===== config.mk =====
export PLATFORM = sky130hd
export DESIGN_NAME = pwm8_dbuf
export DESIGN_NICKNAME = d
export VERILOG_FILES = /design/src/rtl/pwm8_pkg.sv /design/src/rtl/pwm8_ramp.sv /design/src/rtl/pwm8_cmpbuf.sv /design/src/rtl/pwm8_wave.sv /design/src/rtl/pwm8_dbuf.sv
export SDC_FILE = /design/constraint.sdc
export NUM_CORES = 1
export LEC_CHECK = 0
export BUFFER_PORTS_ARGS = -buffer_cell sky130_fd_sc_hd__buf_2
export CAP_MARGIN = 20
export CORE_ASPECT_RATIO = 1.25
export CORE_MARGIN = 2
export CORE_UTILIZATION = 25
export CTS_CLUSTER_SIZE = 20
export DETAILED_ROUTE_END_ITERATION = 7
export PLACE_DENSITY = 0.45
export SETUP_SLACK_MARGIN = 0.3
export SLEW_MARGIN = 20
export SYNTH_ARGS = -nofsm -noshare
export SYNTH_HDL_FRONTEND = slang
export SYNTH_SLANG_ARGS = --single-unit

===== constraint.sdc =====
create_clock -name clk -period 5.8 [get_ports clk]
set_clock_uncertainty 0.15 [all_clocks]
set_input_delay 1.74 -clock clk [delete_from_list [all_inputs] [get_ports clk]]
set_output_delay 1.74 -clock clk [all_outputs]
set_load 0.05 [all_outputs]

===== src/rtl/pwm8_pkg.sv =====
package pwm8_pkg;
  localparam int PWM_W_DEF = 8;

  typedef enum logic [1:0] {
    POL_OFF_A = 2'b00,
    POL_OFF_B = 2'b01,
    POL_NORM  = 2'b10,
    POL_INV   = 2'b11
  } pol_e;
endpackage


===== src/rtl/pwm8_ramp.sv =====
module pwm8_ramp #(
  parameter int W = pwm8_pkg::PWM_W_DEF
) (
  input  logic         clk,
  input  logic         rst,
  input  logic         tick,
  input  logic         fast_mode,
  output logic [W-1:0] cnt,
  output logic         falling,
  output logic         latch_pt
);
  localparam logic [W-1:0] TOP    = {W{1'b1}};
  localparam logic [W-1:0] TOP_M1 = TOP - 1'b1;
  localparam logic [W-1:0] ONE    = {{(W-1){1'b0}}, 1'b1};

  function automatic logic [W-1:0] next_count(input logic fast, input logic dn,
                                               input logic [W-1:0] c);
    if (fast)           return c + 1'b1;
    if (!dn && c == TOP) return TOP_M1;
    if (dn && c == '0)   return ONE;
    return dn ? c - 1'b1 : c + 1'b1;
  endfunction

  function automatic logic next_dir(input logic fast, input logic dn,
                                    input logic [W-1:0] c);
    if (fast)            return 1'b0;
    if (!dn && c == TOP) return 1'b1;
    if (dn && c == '0)   return 1'b0;
    return dn;
  endfunction

  always_ff @(posedge clk) begin
    if (rst) begin
      cnt     <= '0;
      falling <= 1'b0;
    end else if (tick) begin
      cnt     <= next_count(fast_mode, falling, cnt);
      falling <= next_dir(fast_mode, falling, cnt);
    end
  end

  assign latch_pt = tick && (cnt == TOP);

  AST_CNT_FROZEN: assert property (@(posedge clk) disable iff (rst)
    !tick |=> $stable(cnt));
  AST_WRAP_TO_ZERO: assert property (@(posedge clk) disable iff (rst)
    (tick && fast_mode && cnt == TOP) |=> (cnt == '0));
  AST_APEX_TURN: assert property (@(posedge clk) disable iff (rst)
    (tick && !fast_mode && !falling && cnt == TOP) |=> (cnt == TOP_M1 && falling));
  AST_FAST_RISING: assert property (@(posedge clk) disable iff (rst)
    fast_mode |-> !falling);
endmodule


===== src/rtl/pwm8_cmpbuf.sv =====
module pwm8_cmpbuf #(
  parameter int W = pwm8_pkg::PWM_W_DEF
) (
  input  logic         clk,
  input  logic         rst,
  input  logic         wr_en,
  input  logic [W-1:0] wr_data,
  input  logic         latch_pt,
  output logic [W-1:0] hold_val,
  output logic [W-1:0] active_val
);
  always_ff @(posedge clk) begin
    if (rst) begin
      hold_val   <= '0;
      active_val <= '0;
    end else begin
      if (wr_en)    hold_val   <= wr_data;
      if (latch_pt) active_val <= hold_val;
    end
  end

  AST_ACTIVE_ONLY_AT_LATCH: assert property (@(posedge clk) disable iff (rst)
    !latch_pt |=> $stable(active_val));
  AST_HOLD_ONLY_ON_WRITE: assert property (@(posedge clk) disable iff (rst)
    !wr_en |=> $stable(hold_val));
endmodule


===== src/rtl/pwm8_wave.sv =====
module pwm8_wave #(
  parameter int W = pwm8_pkg::PWM_W_DEF
) (
  input  logic         clk,
  input  logic         rst,
  input  logic         tick,
  input  logic         fast_mode,
  input  logic [1:0]   pol_sel,
  input  logic [W-1:0] cnt,
  input  logic         falling,
  input  logic [W-1:0] active_val,
  output logic         wave
);
  localparam logic [W-1:0] TOP = {W{1'b1}};

  function automatic logic next_level(input logic fast, input logic dn,
                                      input logic [W-1:0] c, input logic [W-1:0] a,
                                      input logic inv, input logic cur);
    if (fast) begin
      if (c == TOP) return ~inv;
      if (c == a)   return inv;
      return cur;
    end
    if (c != a)   return cur;
    if (a == '0)  return inv;
    if (a == TOP) return ~inv;
    return dn ? ~inv : inv;
  endfunction

  always_ff @(posedge clk) begin
    if (rst)             wave <= 1'b0;
    else if (!pol_sel[1]) wave <= 1'b0;
    else if (tick)       wave <= next_level(fast_mode, falling, cnt, active_val,
                                            pol_sel[0], wave);
  end

  AST_OFF_IS_LOW: assert property (@(posedge clk) disable iff (rst)
    !pol_sel[1] |=> !wave);
  AST_WAVE_HOLDS: assert property (@(posedge clk) disable iff (rst)
    (!tick && pol_sel[1]) |=> $stable(wave));
endmodule


===== src/rtl/pwm8_dbuf.sv =====
module pwm8_dbuf #(
  parameter int W = pwm8_pkg::PWM_W_DEF
) (
  input  logic         clk,
  input  logic         rst,
  input  logic         tick,
  input  logic         fast_mode,
  input  logic [1:0]   pol_sel,
  input  logic         wr_en,
  input  logic [W-1:0] wr_data,
  output logic [W-1:0] rd_data,
  output logic         pwm_out
);
  localparam logic [W-1:0] TOP    = {W{1'b1}};
  localparam logic [W-1:0] TOP_M1 = TOP - 1'b1;

  logic [W-1:0] cnt;
  logic         falling;
  logic         latch_pt;
  logic [W-1:0] active_val;

  pwm8_ramp #(.W(W)) u_ramp (
    .clk(clk), .rst(rst), .tick(tick), .fast_mode(fast_mode),
    .cnt(cnt), .falling(falling), .latch_pt(latch_pt)
  );

  pwm8_cmpbuf #(.W(W)) u_buf (
    .clk(clk), .rst(rst), .wr_en(wr_en), .wr_data(wr_data),
    .latch_pt(latch_pt), .hold_val(rd_data), .active_val(active_val)
  );

  pwm8_wave #(.W(W)) u_wave (
    .clk(clk), .rst(rst), .tick(tick), .fast_mode(fast_mode),
    .pol_sel(pol_sel), .cnt(cnt), .falling(falling),
    .active_val(active_val), .wave(pwm_out)
  );

  AST_LATCH_AT_BOUNDARY: assert property (@(posedge clk) disable iff (rst)
    ($changed(active_val) && !$past(rst)) |->
      (fast_mode ? (cnt == '0) : (cnt == TOP_M1)));
  AST_RD_LAST_WRITE: assert property (@(posedge clk) disable iff (rst)
    wr_en |=> (rd_data == $past(wr_data)));
endmodule


==> flow_summary.toml, run 1 <==
[timing]
grt_setup_unrepaired = "no"
holdWs_ns = 0.337
finalHoldViolations = 0
finalCriticalPeriod_ns = 2.97
max_freq_mhz = 336
setup_tns_ns = 0
fin_crit_sh_pct = 51.3
tightest_slew_ns = 0.913
finalSetupViolations = 0
drv_slew = 0
max_slew_margin_pct = 38.9

[detailed_routing]
routedWlPerCell_um = 14.1
drc = 0
first_pass_iters = 4
vias = 1424
viasPerCell = 4.91
routed_wl_um = 4080
drtIter0Drc = 154
postRouteAntennaNets = 0

[place]
place_hpwl_um = 2890
place_area_sq_um = 1720
portBuffers = 23
gp_congestion = 0.751

[status]
outcome = "completed"

[critical_path]
critPathRequiredTime_ns = 5.80
criticalPathCategory = "primary input to register"
critPathLaunchType = "primary input"
path_max_fanout = 29
critPathTopFamily = "buffers and inverters"
worstPathCellList = "buf_2 > inv_1 > or2_2 > a22oi_1 > a311oi_1"
max_stage_delay_ns = 0.43
slowest_stage = "buf_2"
crit_arrival_ns = 2.97
critPathCaptureType = "register"
crit_buf_inv = 2

[die]
core-area_sq_um = 6130
dieArea_sq_um = 6920
initial_core_util_pct = 25.6
die_w_um = 74.8
ios = 24
die_y_um = 92.5
num_rows = 32

[clock_tree]
postCtsSetupBuffers = 0
cts.repair.resized = 0
htree_levels = 1
postCtsHoldBufs = 0
cts_made_buffers = 3
cts_num_sinks = 26
root_buffer = "clkbuf_8"
cts_buffer_depth = 2
clk_latency_ns = 0.29
tritoncts = "done"
clkTransAtPathRegs_ns = 0.10

[synth]
netlist_area_sq_um = 1570
syn_nets = 213
synthTopCellsByCount = "dfxtp_1 (26), a21oi_1 (16), clkbuf_1 (14), nand2_1 (14), nor2_1 (14)"
yosysTopAreaCellShare_pct = 33.2
yosys-top-cells-area = "dfxtp_1 (33%), xor2_1 (5.6%), a21oi_1 (5.1%), mux2i_1 (5.1%), nand3_1 (4.2%)"
avgSynthCellArea_sq_um = 8.04
synth.distinct_cells = 47
synth_flop_cell = "dfxtp_1"
yosysMostFrequentCell = "dfxtp_1"
synthArstFlopShare_pct = 0
yosysWarnings = 0
synth_area_leader_cell = "dfxtp_1"
ys_ff_latch = 26
syn_inst = 195
synth-edff-count = 0
ys_seq_area_share_pct = 33.2

[grt]
grt_use_total_pct = 12.6
grt_max_degree = 30
grt_pass1_vias = 1304
grt.overflow.total = 0
grt_antenna_before_repair = 0
grt_pass1_wl_um = 6650

[finish]
nets = 224
area_growth_pct = 14.0
multi_input_area_sq_um = 940
seq_area_sq_um = 520
diodes = 0
finalInstanceArea_sq_um = 1790
utilization_pct = 29.2
drive_above_1_share_pct = 16.1
fillCellCount = 682

[power_and_ir_drop]
powerDensity_nw_per_um2 = 240
switching_share_pct = 28.7
seq_power_share_pct = 46.2
clock_power_share_pct = 37.2
comb_power_share_pct = 16.6
ir_drop_mv = 0.0806
p_sw_mw = 0.123
p_leak_nw = 0.705
intPower_mw = 0.306

[run]
cap_violations = 0

[worst_hold_path]
hold_path_class = "register to register"
[cells in the final DEF (no fill, tap or decap), types with 4 or more instances in the layout]
cell type / count
xnor2_1: 4
mux2i_1: 8
nor3_1: 4
a21oi_1: 16
nor2_1: 14
nand3_1: 13
nand2_1: 14
a31oi_1: 5
o21ai_0: 10
inv_1: 9
dfxtp_1: 26
buf_2: 23
xor2_1: 10
[worst min-delay path, delay by kind of cell, from the launching register on]
family	cells	cell delay, ns
simple gates	1	0.06
flops	1	0.34
compound gates	1	0.05
[metrics by stage]
stage	instances	power [mW]	setup WS (ns)
2_1_floorplan	195	0.255	3.11
3_3_place_gp	286	0.274	2.55
3_5_place_dp	286	0.274	2.53
4_1_cts	290	0.433	2.84
5_1_grt	290	0.448	2.72
6_report	290	0.429	2.83
[power groups by stage]
stage,combinational (mW),clock (mW),sequential (mW)
2_1_floorplan,0.0488,0,0.206
3_3_place_gp,0.0713,0,0.202
3_5_place_dp,0.0719,0,0.202
4_1_cts,0.0722,0.163,0.198
5_1_grt,0.0783,0.170,0.200
6_report,0.0712,0.160,0.198
[final timing paths]
path | from | to | slack (ns) | depth (start not counted)
min reg2reg | u_buf.hold_val[1] | u_buf.active_val[1] | 0.34 | 2
max reg2reg | u_ramp.cnt[0] | u_ramp.cnt[6] | 2.97 | 6
max | tick | u_ramp.cnt[7] | 2.83 | 5
min | u_buf.hold_val[1] | u_buf.active_val[1] | 0.34 | 2
[registers in the layout, summed over array words and instances, names as in the netlist]
signal and cells:
u_ramp.cnt 8, u_wave.wave 1, u_buf.hold_val 8, u_ramp.falling 1
u_buf.active_val 8
[cell families (layout without fill, tap and decap cells)]
group,after synthesis,count (layout),share of synthesized area [%]
AND/OR/NAND/NOR,64,64,21.2
flip-flops,26,26,33.2
adder cells (fa/ha/maj),3,3,2.39
buffers and inverters,26,36,6.86
XOR/XNOR,14,14,7.82
multiplexers,10,10,6.54
AO/OA/AOI/OAI,52,52,21.9
[routing by layer]
| metal | vias to the layer above | global-route usage [%] | share of wire [%] |
|---|---|---|---|
| met1 | 663 | 16.2 | 45 |
| met2 | 26 | 21.2 | 50 |
| met5 | - | 0 | 0 |
| met3 | 7 | 2.29 | 3.1 |
| met4 | 0 | 3.27 | 1.4 |
| li1 | 728 | - | - |
[final cells by class]
class | count | share of cell area, %
inverters | 9 | 1.89
multi-input cells | 143 | 52.6
clock buffers | 3 | 2.31
flip-flops and latches | 26 | 29.1
well taps | 85 | 5.95
repair buffers | 23 | 6.44
clock inverters | 1 | 1.68
Power figures use the tool's default switching activity.
==> run 2: changes to the inputs <==
clock period = 2.8 ns   (was 5.8 ns; I/O delays follow)
==> run 2 against run 1 <==
Against the previous run: die area did not move; wire length increased by 1.6%; combinational power grew 130%; critical path depth unchanged; final cell count grew 2.1%; count of clock-buffer cells in the layout stayed put; design area is 2.5% higher; sequential power increased by 100%; critical path type is now register to register; highest routed layer unchanged.
==> flow_summary.toml, run 2 (synthesis results as in run 1) <==
[clock_tree]
cts_num_sinks = 26
clk_latency_ns = 0.28
htree_levels = 1
cts_buffer_depth = 2
postCtsSetupBuffers = 0
root_buffer = "clkbuf_8"
cts_made_buffers = 3
postCtsHoldBufs = 0
clkTransAtPathRegs_ns = 0.10
cts.repair.resized = 0
tritoncts = "done"

[timing]
drv_slew = 0
grt_setup_unrepaired = "no"
max_slew_margin_pct = 65.7
tightest_slew_ns = 0.515
max_freq_mhz = 443
fin_crit_sh_pct = 80.6
finalSetupViolations = 0
finalHoldViolations = 0
finalCriticalPeriod_ns = 2.26
setup_tns_ns = 0

[die]
die_w_um = 74.8
num_rows = 32
die_y_um = 92.5
initial_core_util_pct = 25.6
dieArea_sq_um = 6920
core-area_sq_um = 6130
ios = 24

[worst_hold_path]
whs_path_depth = 2
hold_path_class = "register to register"

[detailed_routing]
drc = 0
first_pass_iters = 4
postRouteAntennaNets = 0
routed_wl_um = 4140
viasPerCell = 4.93
routedWlPerCell_um = 14.0
drtIter0Drc = 99
vias = 1459

[grt]
grt_use_met2_pct = 21.9
grt_max_degree = 28
grt_antenna_before_repair = 0
grt_pass1_vias = 1369
grt_pass1_wl_um = 6860
grt_use_total_pct = 12.7
met1_usage_pct = 16.4
met3_usage_pct = 1.63
gr-max-usage-layer = "met2"
grt.overflow.total = 0

[power_and_ir_drop]
ir_drop_mv = 0.204
powerDensity_nw_per_um2 = 484
p_leak_nw = 0.736
finalPower_mw = 0.886

[critical_path]
critPathCaptureType = "register"
path_max_fanout = 13
slowest_stage = "or4_4"
crit_top_cell = "or4_4"
max_stage_delay_ns = 0.61
critPathRequiredTime_ns = 2.85
critPathLaunchType = "register"
rr_worst_depth = 5
crit_arrival_ns = 2.30
worstPathCellList = "or4_4 > or4_4 > o31ai_2 > a22oi_1 > a311oi_1"
criticalPathCategory = "register to register"

[finish]
area_growth_pct = 16.8
reg_top3 = "u_buf.active_val: 8 flops, u_buf.hold_val: 8 flops, u_ramp.cnt: 8 flops"
final_common_cell = "dfxtp_1"
diodes = 0
nets = 230
multi_input_area_sq_um = 940
seq_area_sq_um = 520
finalInstanceArea_sq_um = 1830
most-common-layout-cells = "dfxtp_1 (26), buf_2 (23), a21oi_1 (16)"
fillCellCount = 666
drive_above_1_share_pct = 18.5

[place]
gp_congestion = 0.781
portBuffers = 23
place_area_sq_um = 1760
place_hpwl_um = 3020

[run]
cap_violations = 0

[status]
outcome = "completed"
[run 2: cell types whose count changed in the layout (fill, tap and decap cells not counted), sizes merged]
cell	delta
buf	+6
[run 2: worst max-delay path, delay by kind of cell, from the launching register on]
kind            cells  cell delay (ns)
compound gates      3             0.54
flops               1             0.44
simple gates        2             1.04
[run 2: layout make-up]
| type | instances | share of cell area (%) |
|---|---|---|
| Timing Repair Buffer | 29 | 8.74 |
| Sequential cell | 26 | 28.4 |
| Tap cell | 85 | 5.81 |
| Clock buffer | 3 | 2.25 |
| Clock inverter | 1 | 1.64 |
| Multi-Input combinational cell | 143 | 51.3 |
| Inverter | 9 | 1.84 |
[run 2: metrics by stage]
step	hold slack [ns]	util, %	cells	worst slack (ns)
6_report	0.338	29.9	296	0.543
5_1_grt	0.351	29.9	296	0.422
4_1_cts	0.343	29.9	296	0.515
3_5_place_dp	0.329	28.7	292	0.554
3_3_place_gp	0.329	28.7	292	0.588
2_1_floorplan	0.308	-	195	0.721
[run 2: worst paths after layout]
path | from | to | slack [ns]
worst min register to register | u_buf.hold_val[1] | u_buf.active_val[1] | 0.34
worst max register to register | u_ramp.cnt[2] | u_ramp.cnt[7] | 0.54
worst min-delay path | u_buf.hold_val[1] | u_buf.active_val[1] | 0.34
worst max-delay path | u_ramp.cnt[2] | u_ramp.cnt[7] | 0.54
[run 2: layer usage]
metal / wire length [um] / part of all wire, % / vias to the layer above
li1: - / - / 743
met1: 1820 / 44 / 676
met2: 2120 / 51 / 35
met3: 147 / 3.6 / 5
met4: 51 / 1.2 / 0
met5: 0 / 0 / -
[run 2: power breakdown]
| group | switching (mW) | internal, mW | total (mW) | leakage, nW |
|---|---|---|---|---|
| Sequential | 0.0161 | 0.384 | 0.400 | 0.212 |
| Combinational | 0.0999 | 0.0635 | 0.163 | 0.488 |
| Clock | 0.131 | 0.192 | 0.323 | 0.0357 |
| Total | 0.247 | 0.639 | 0.886 | 0.736 |
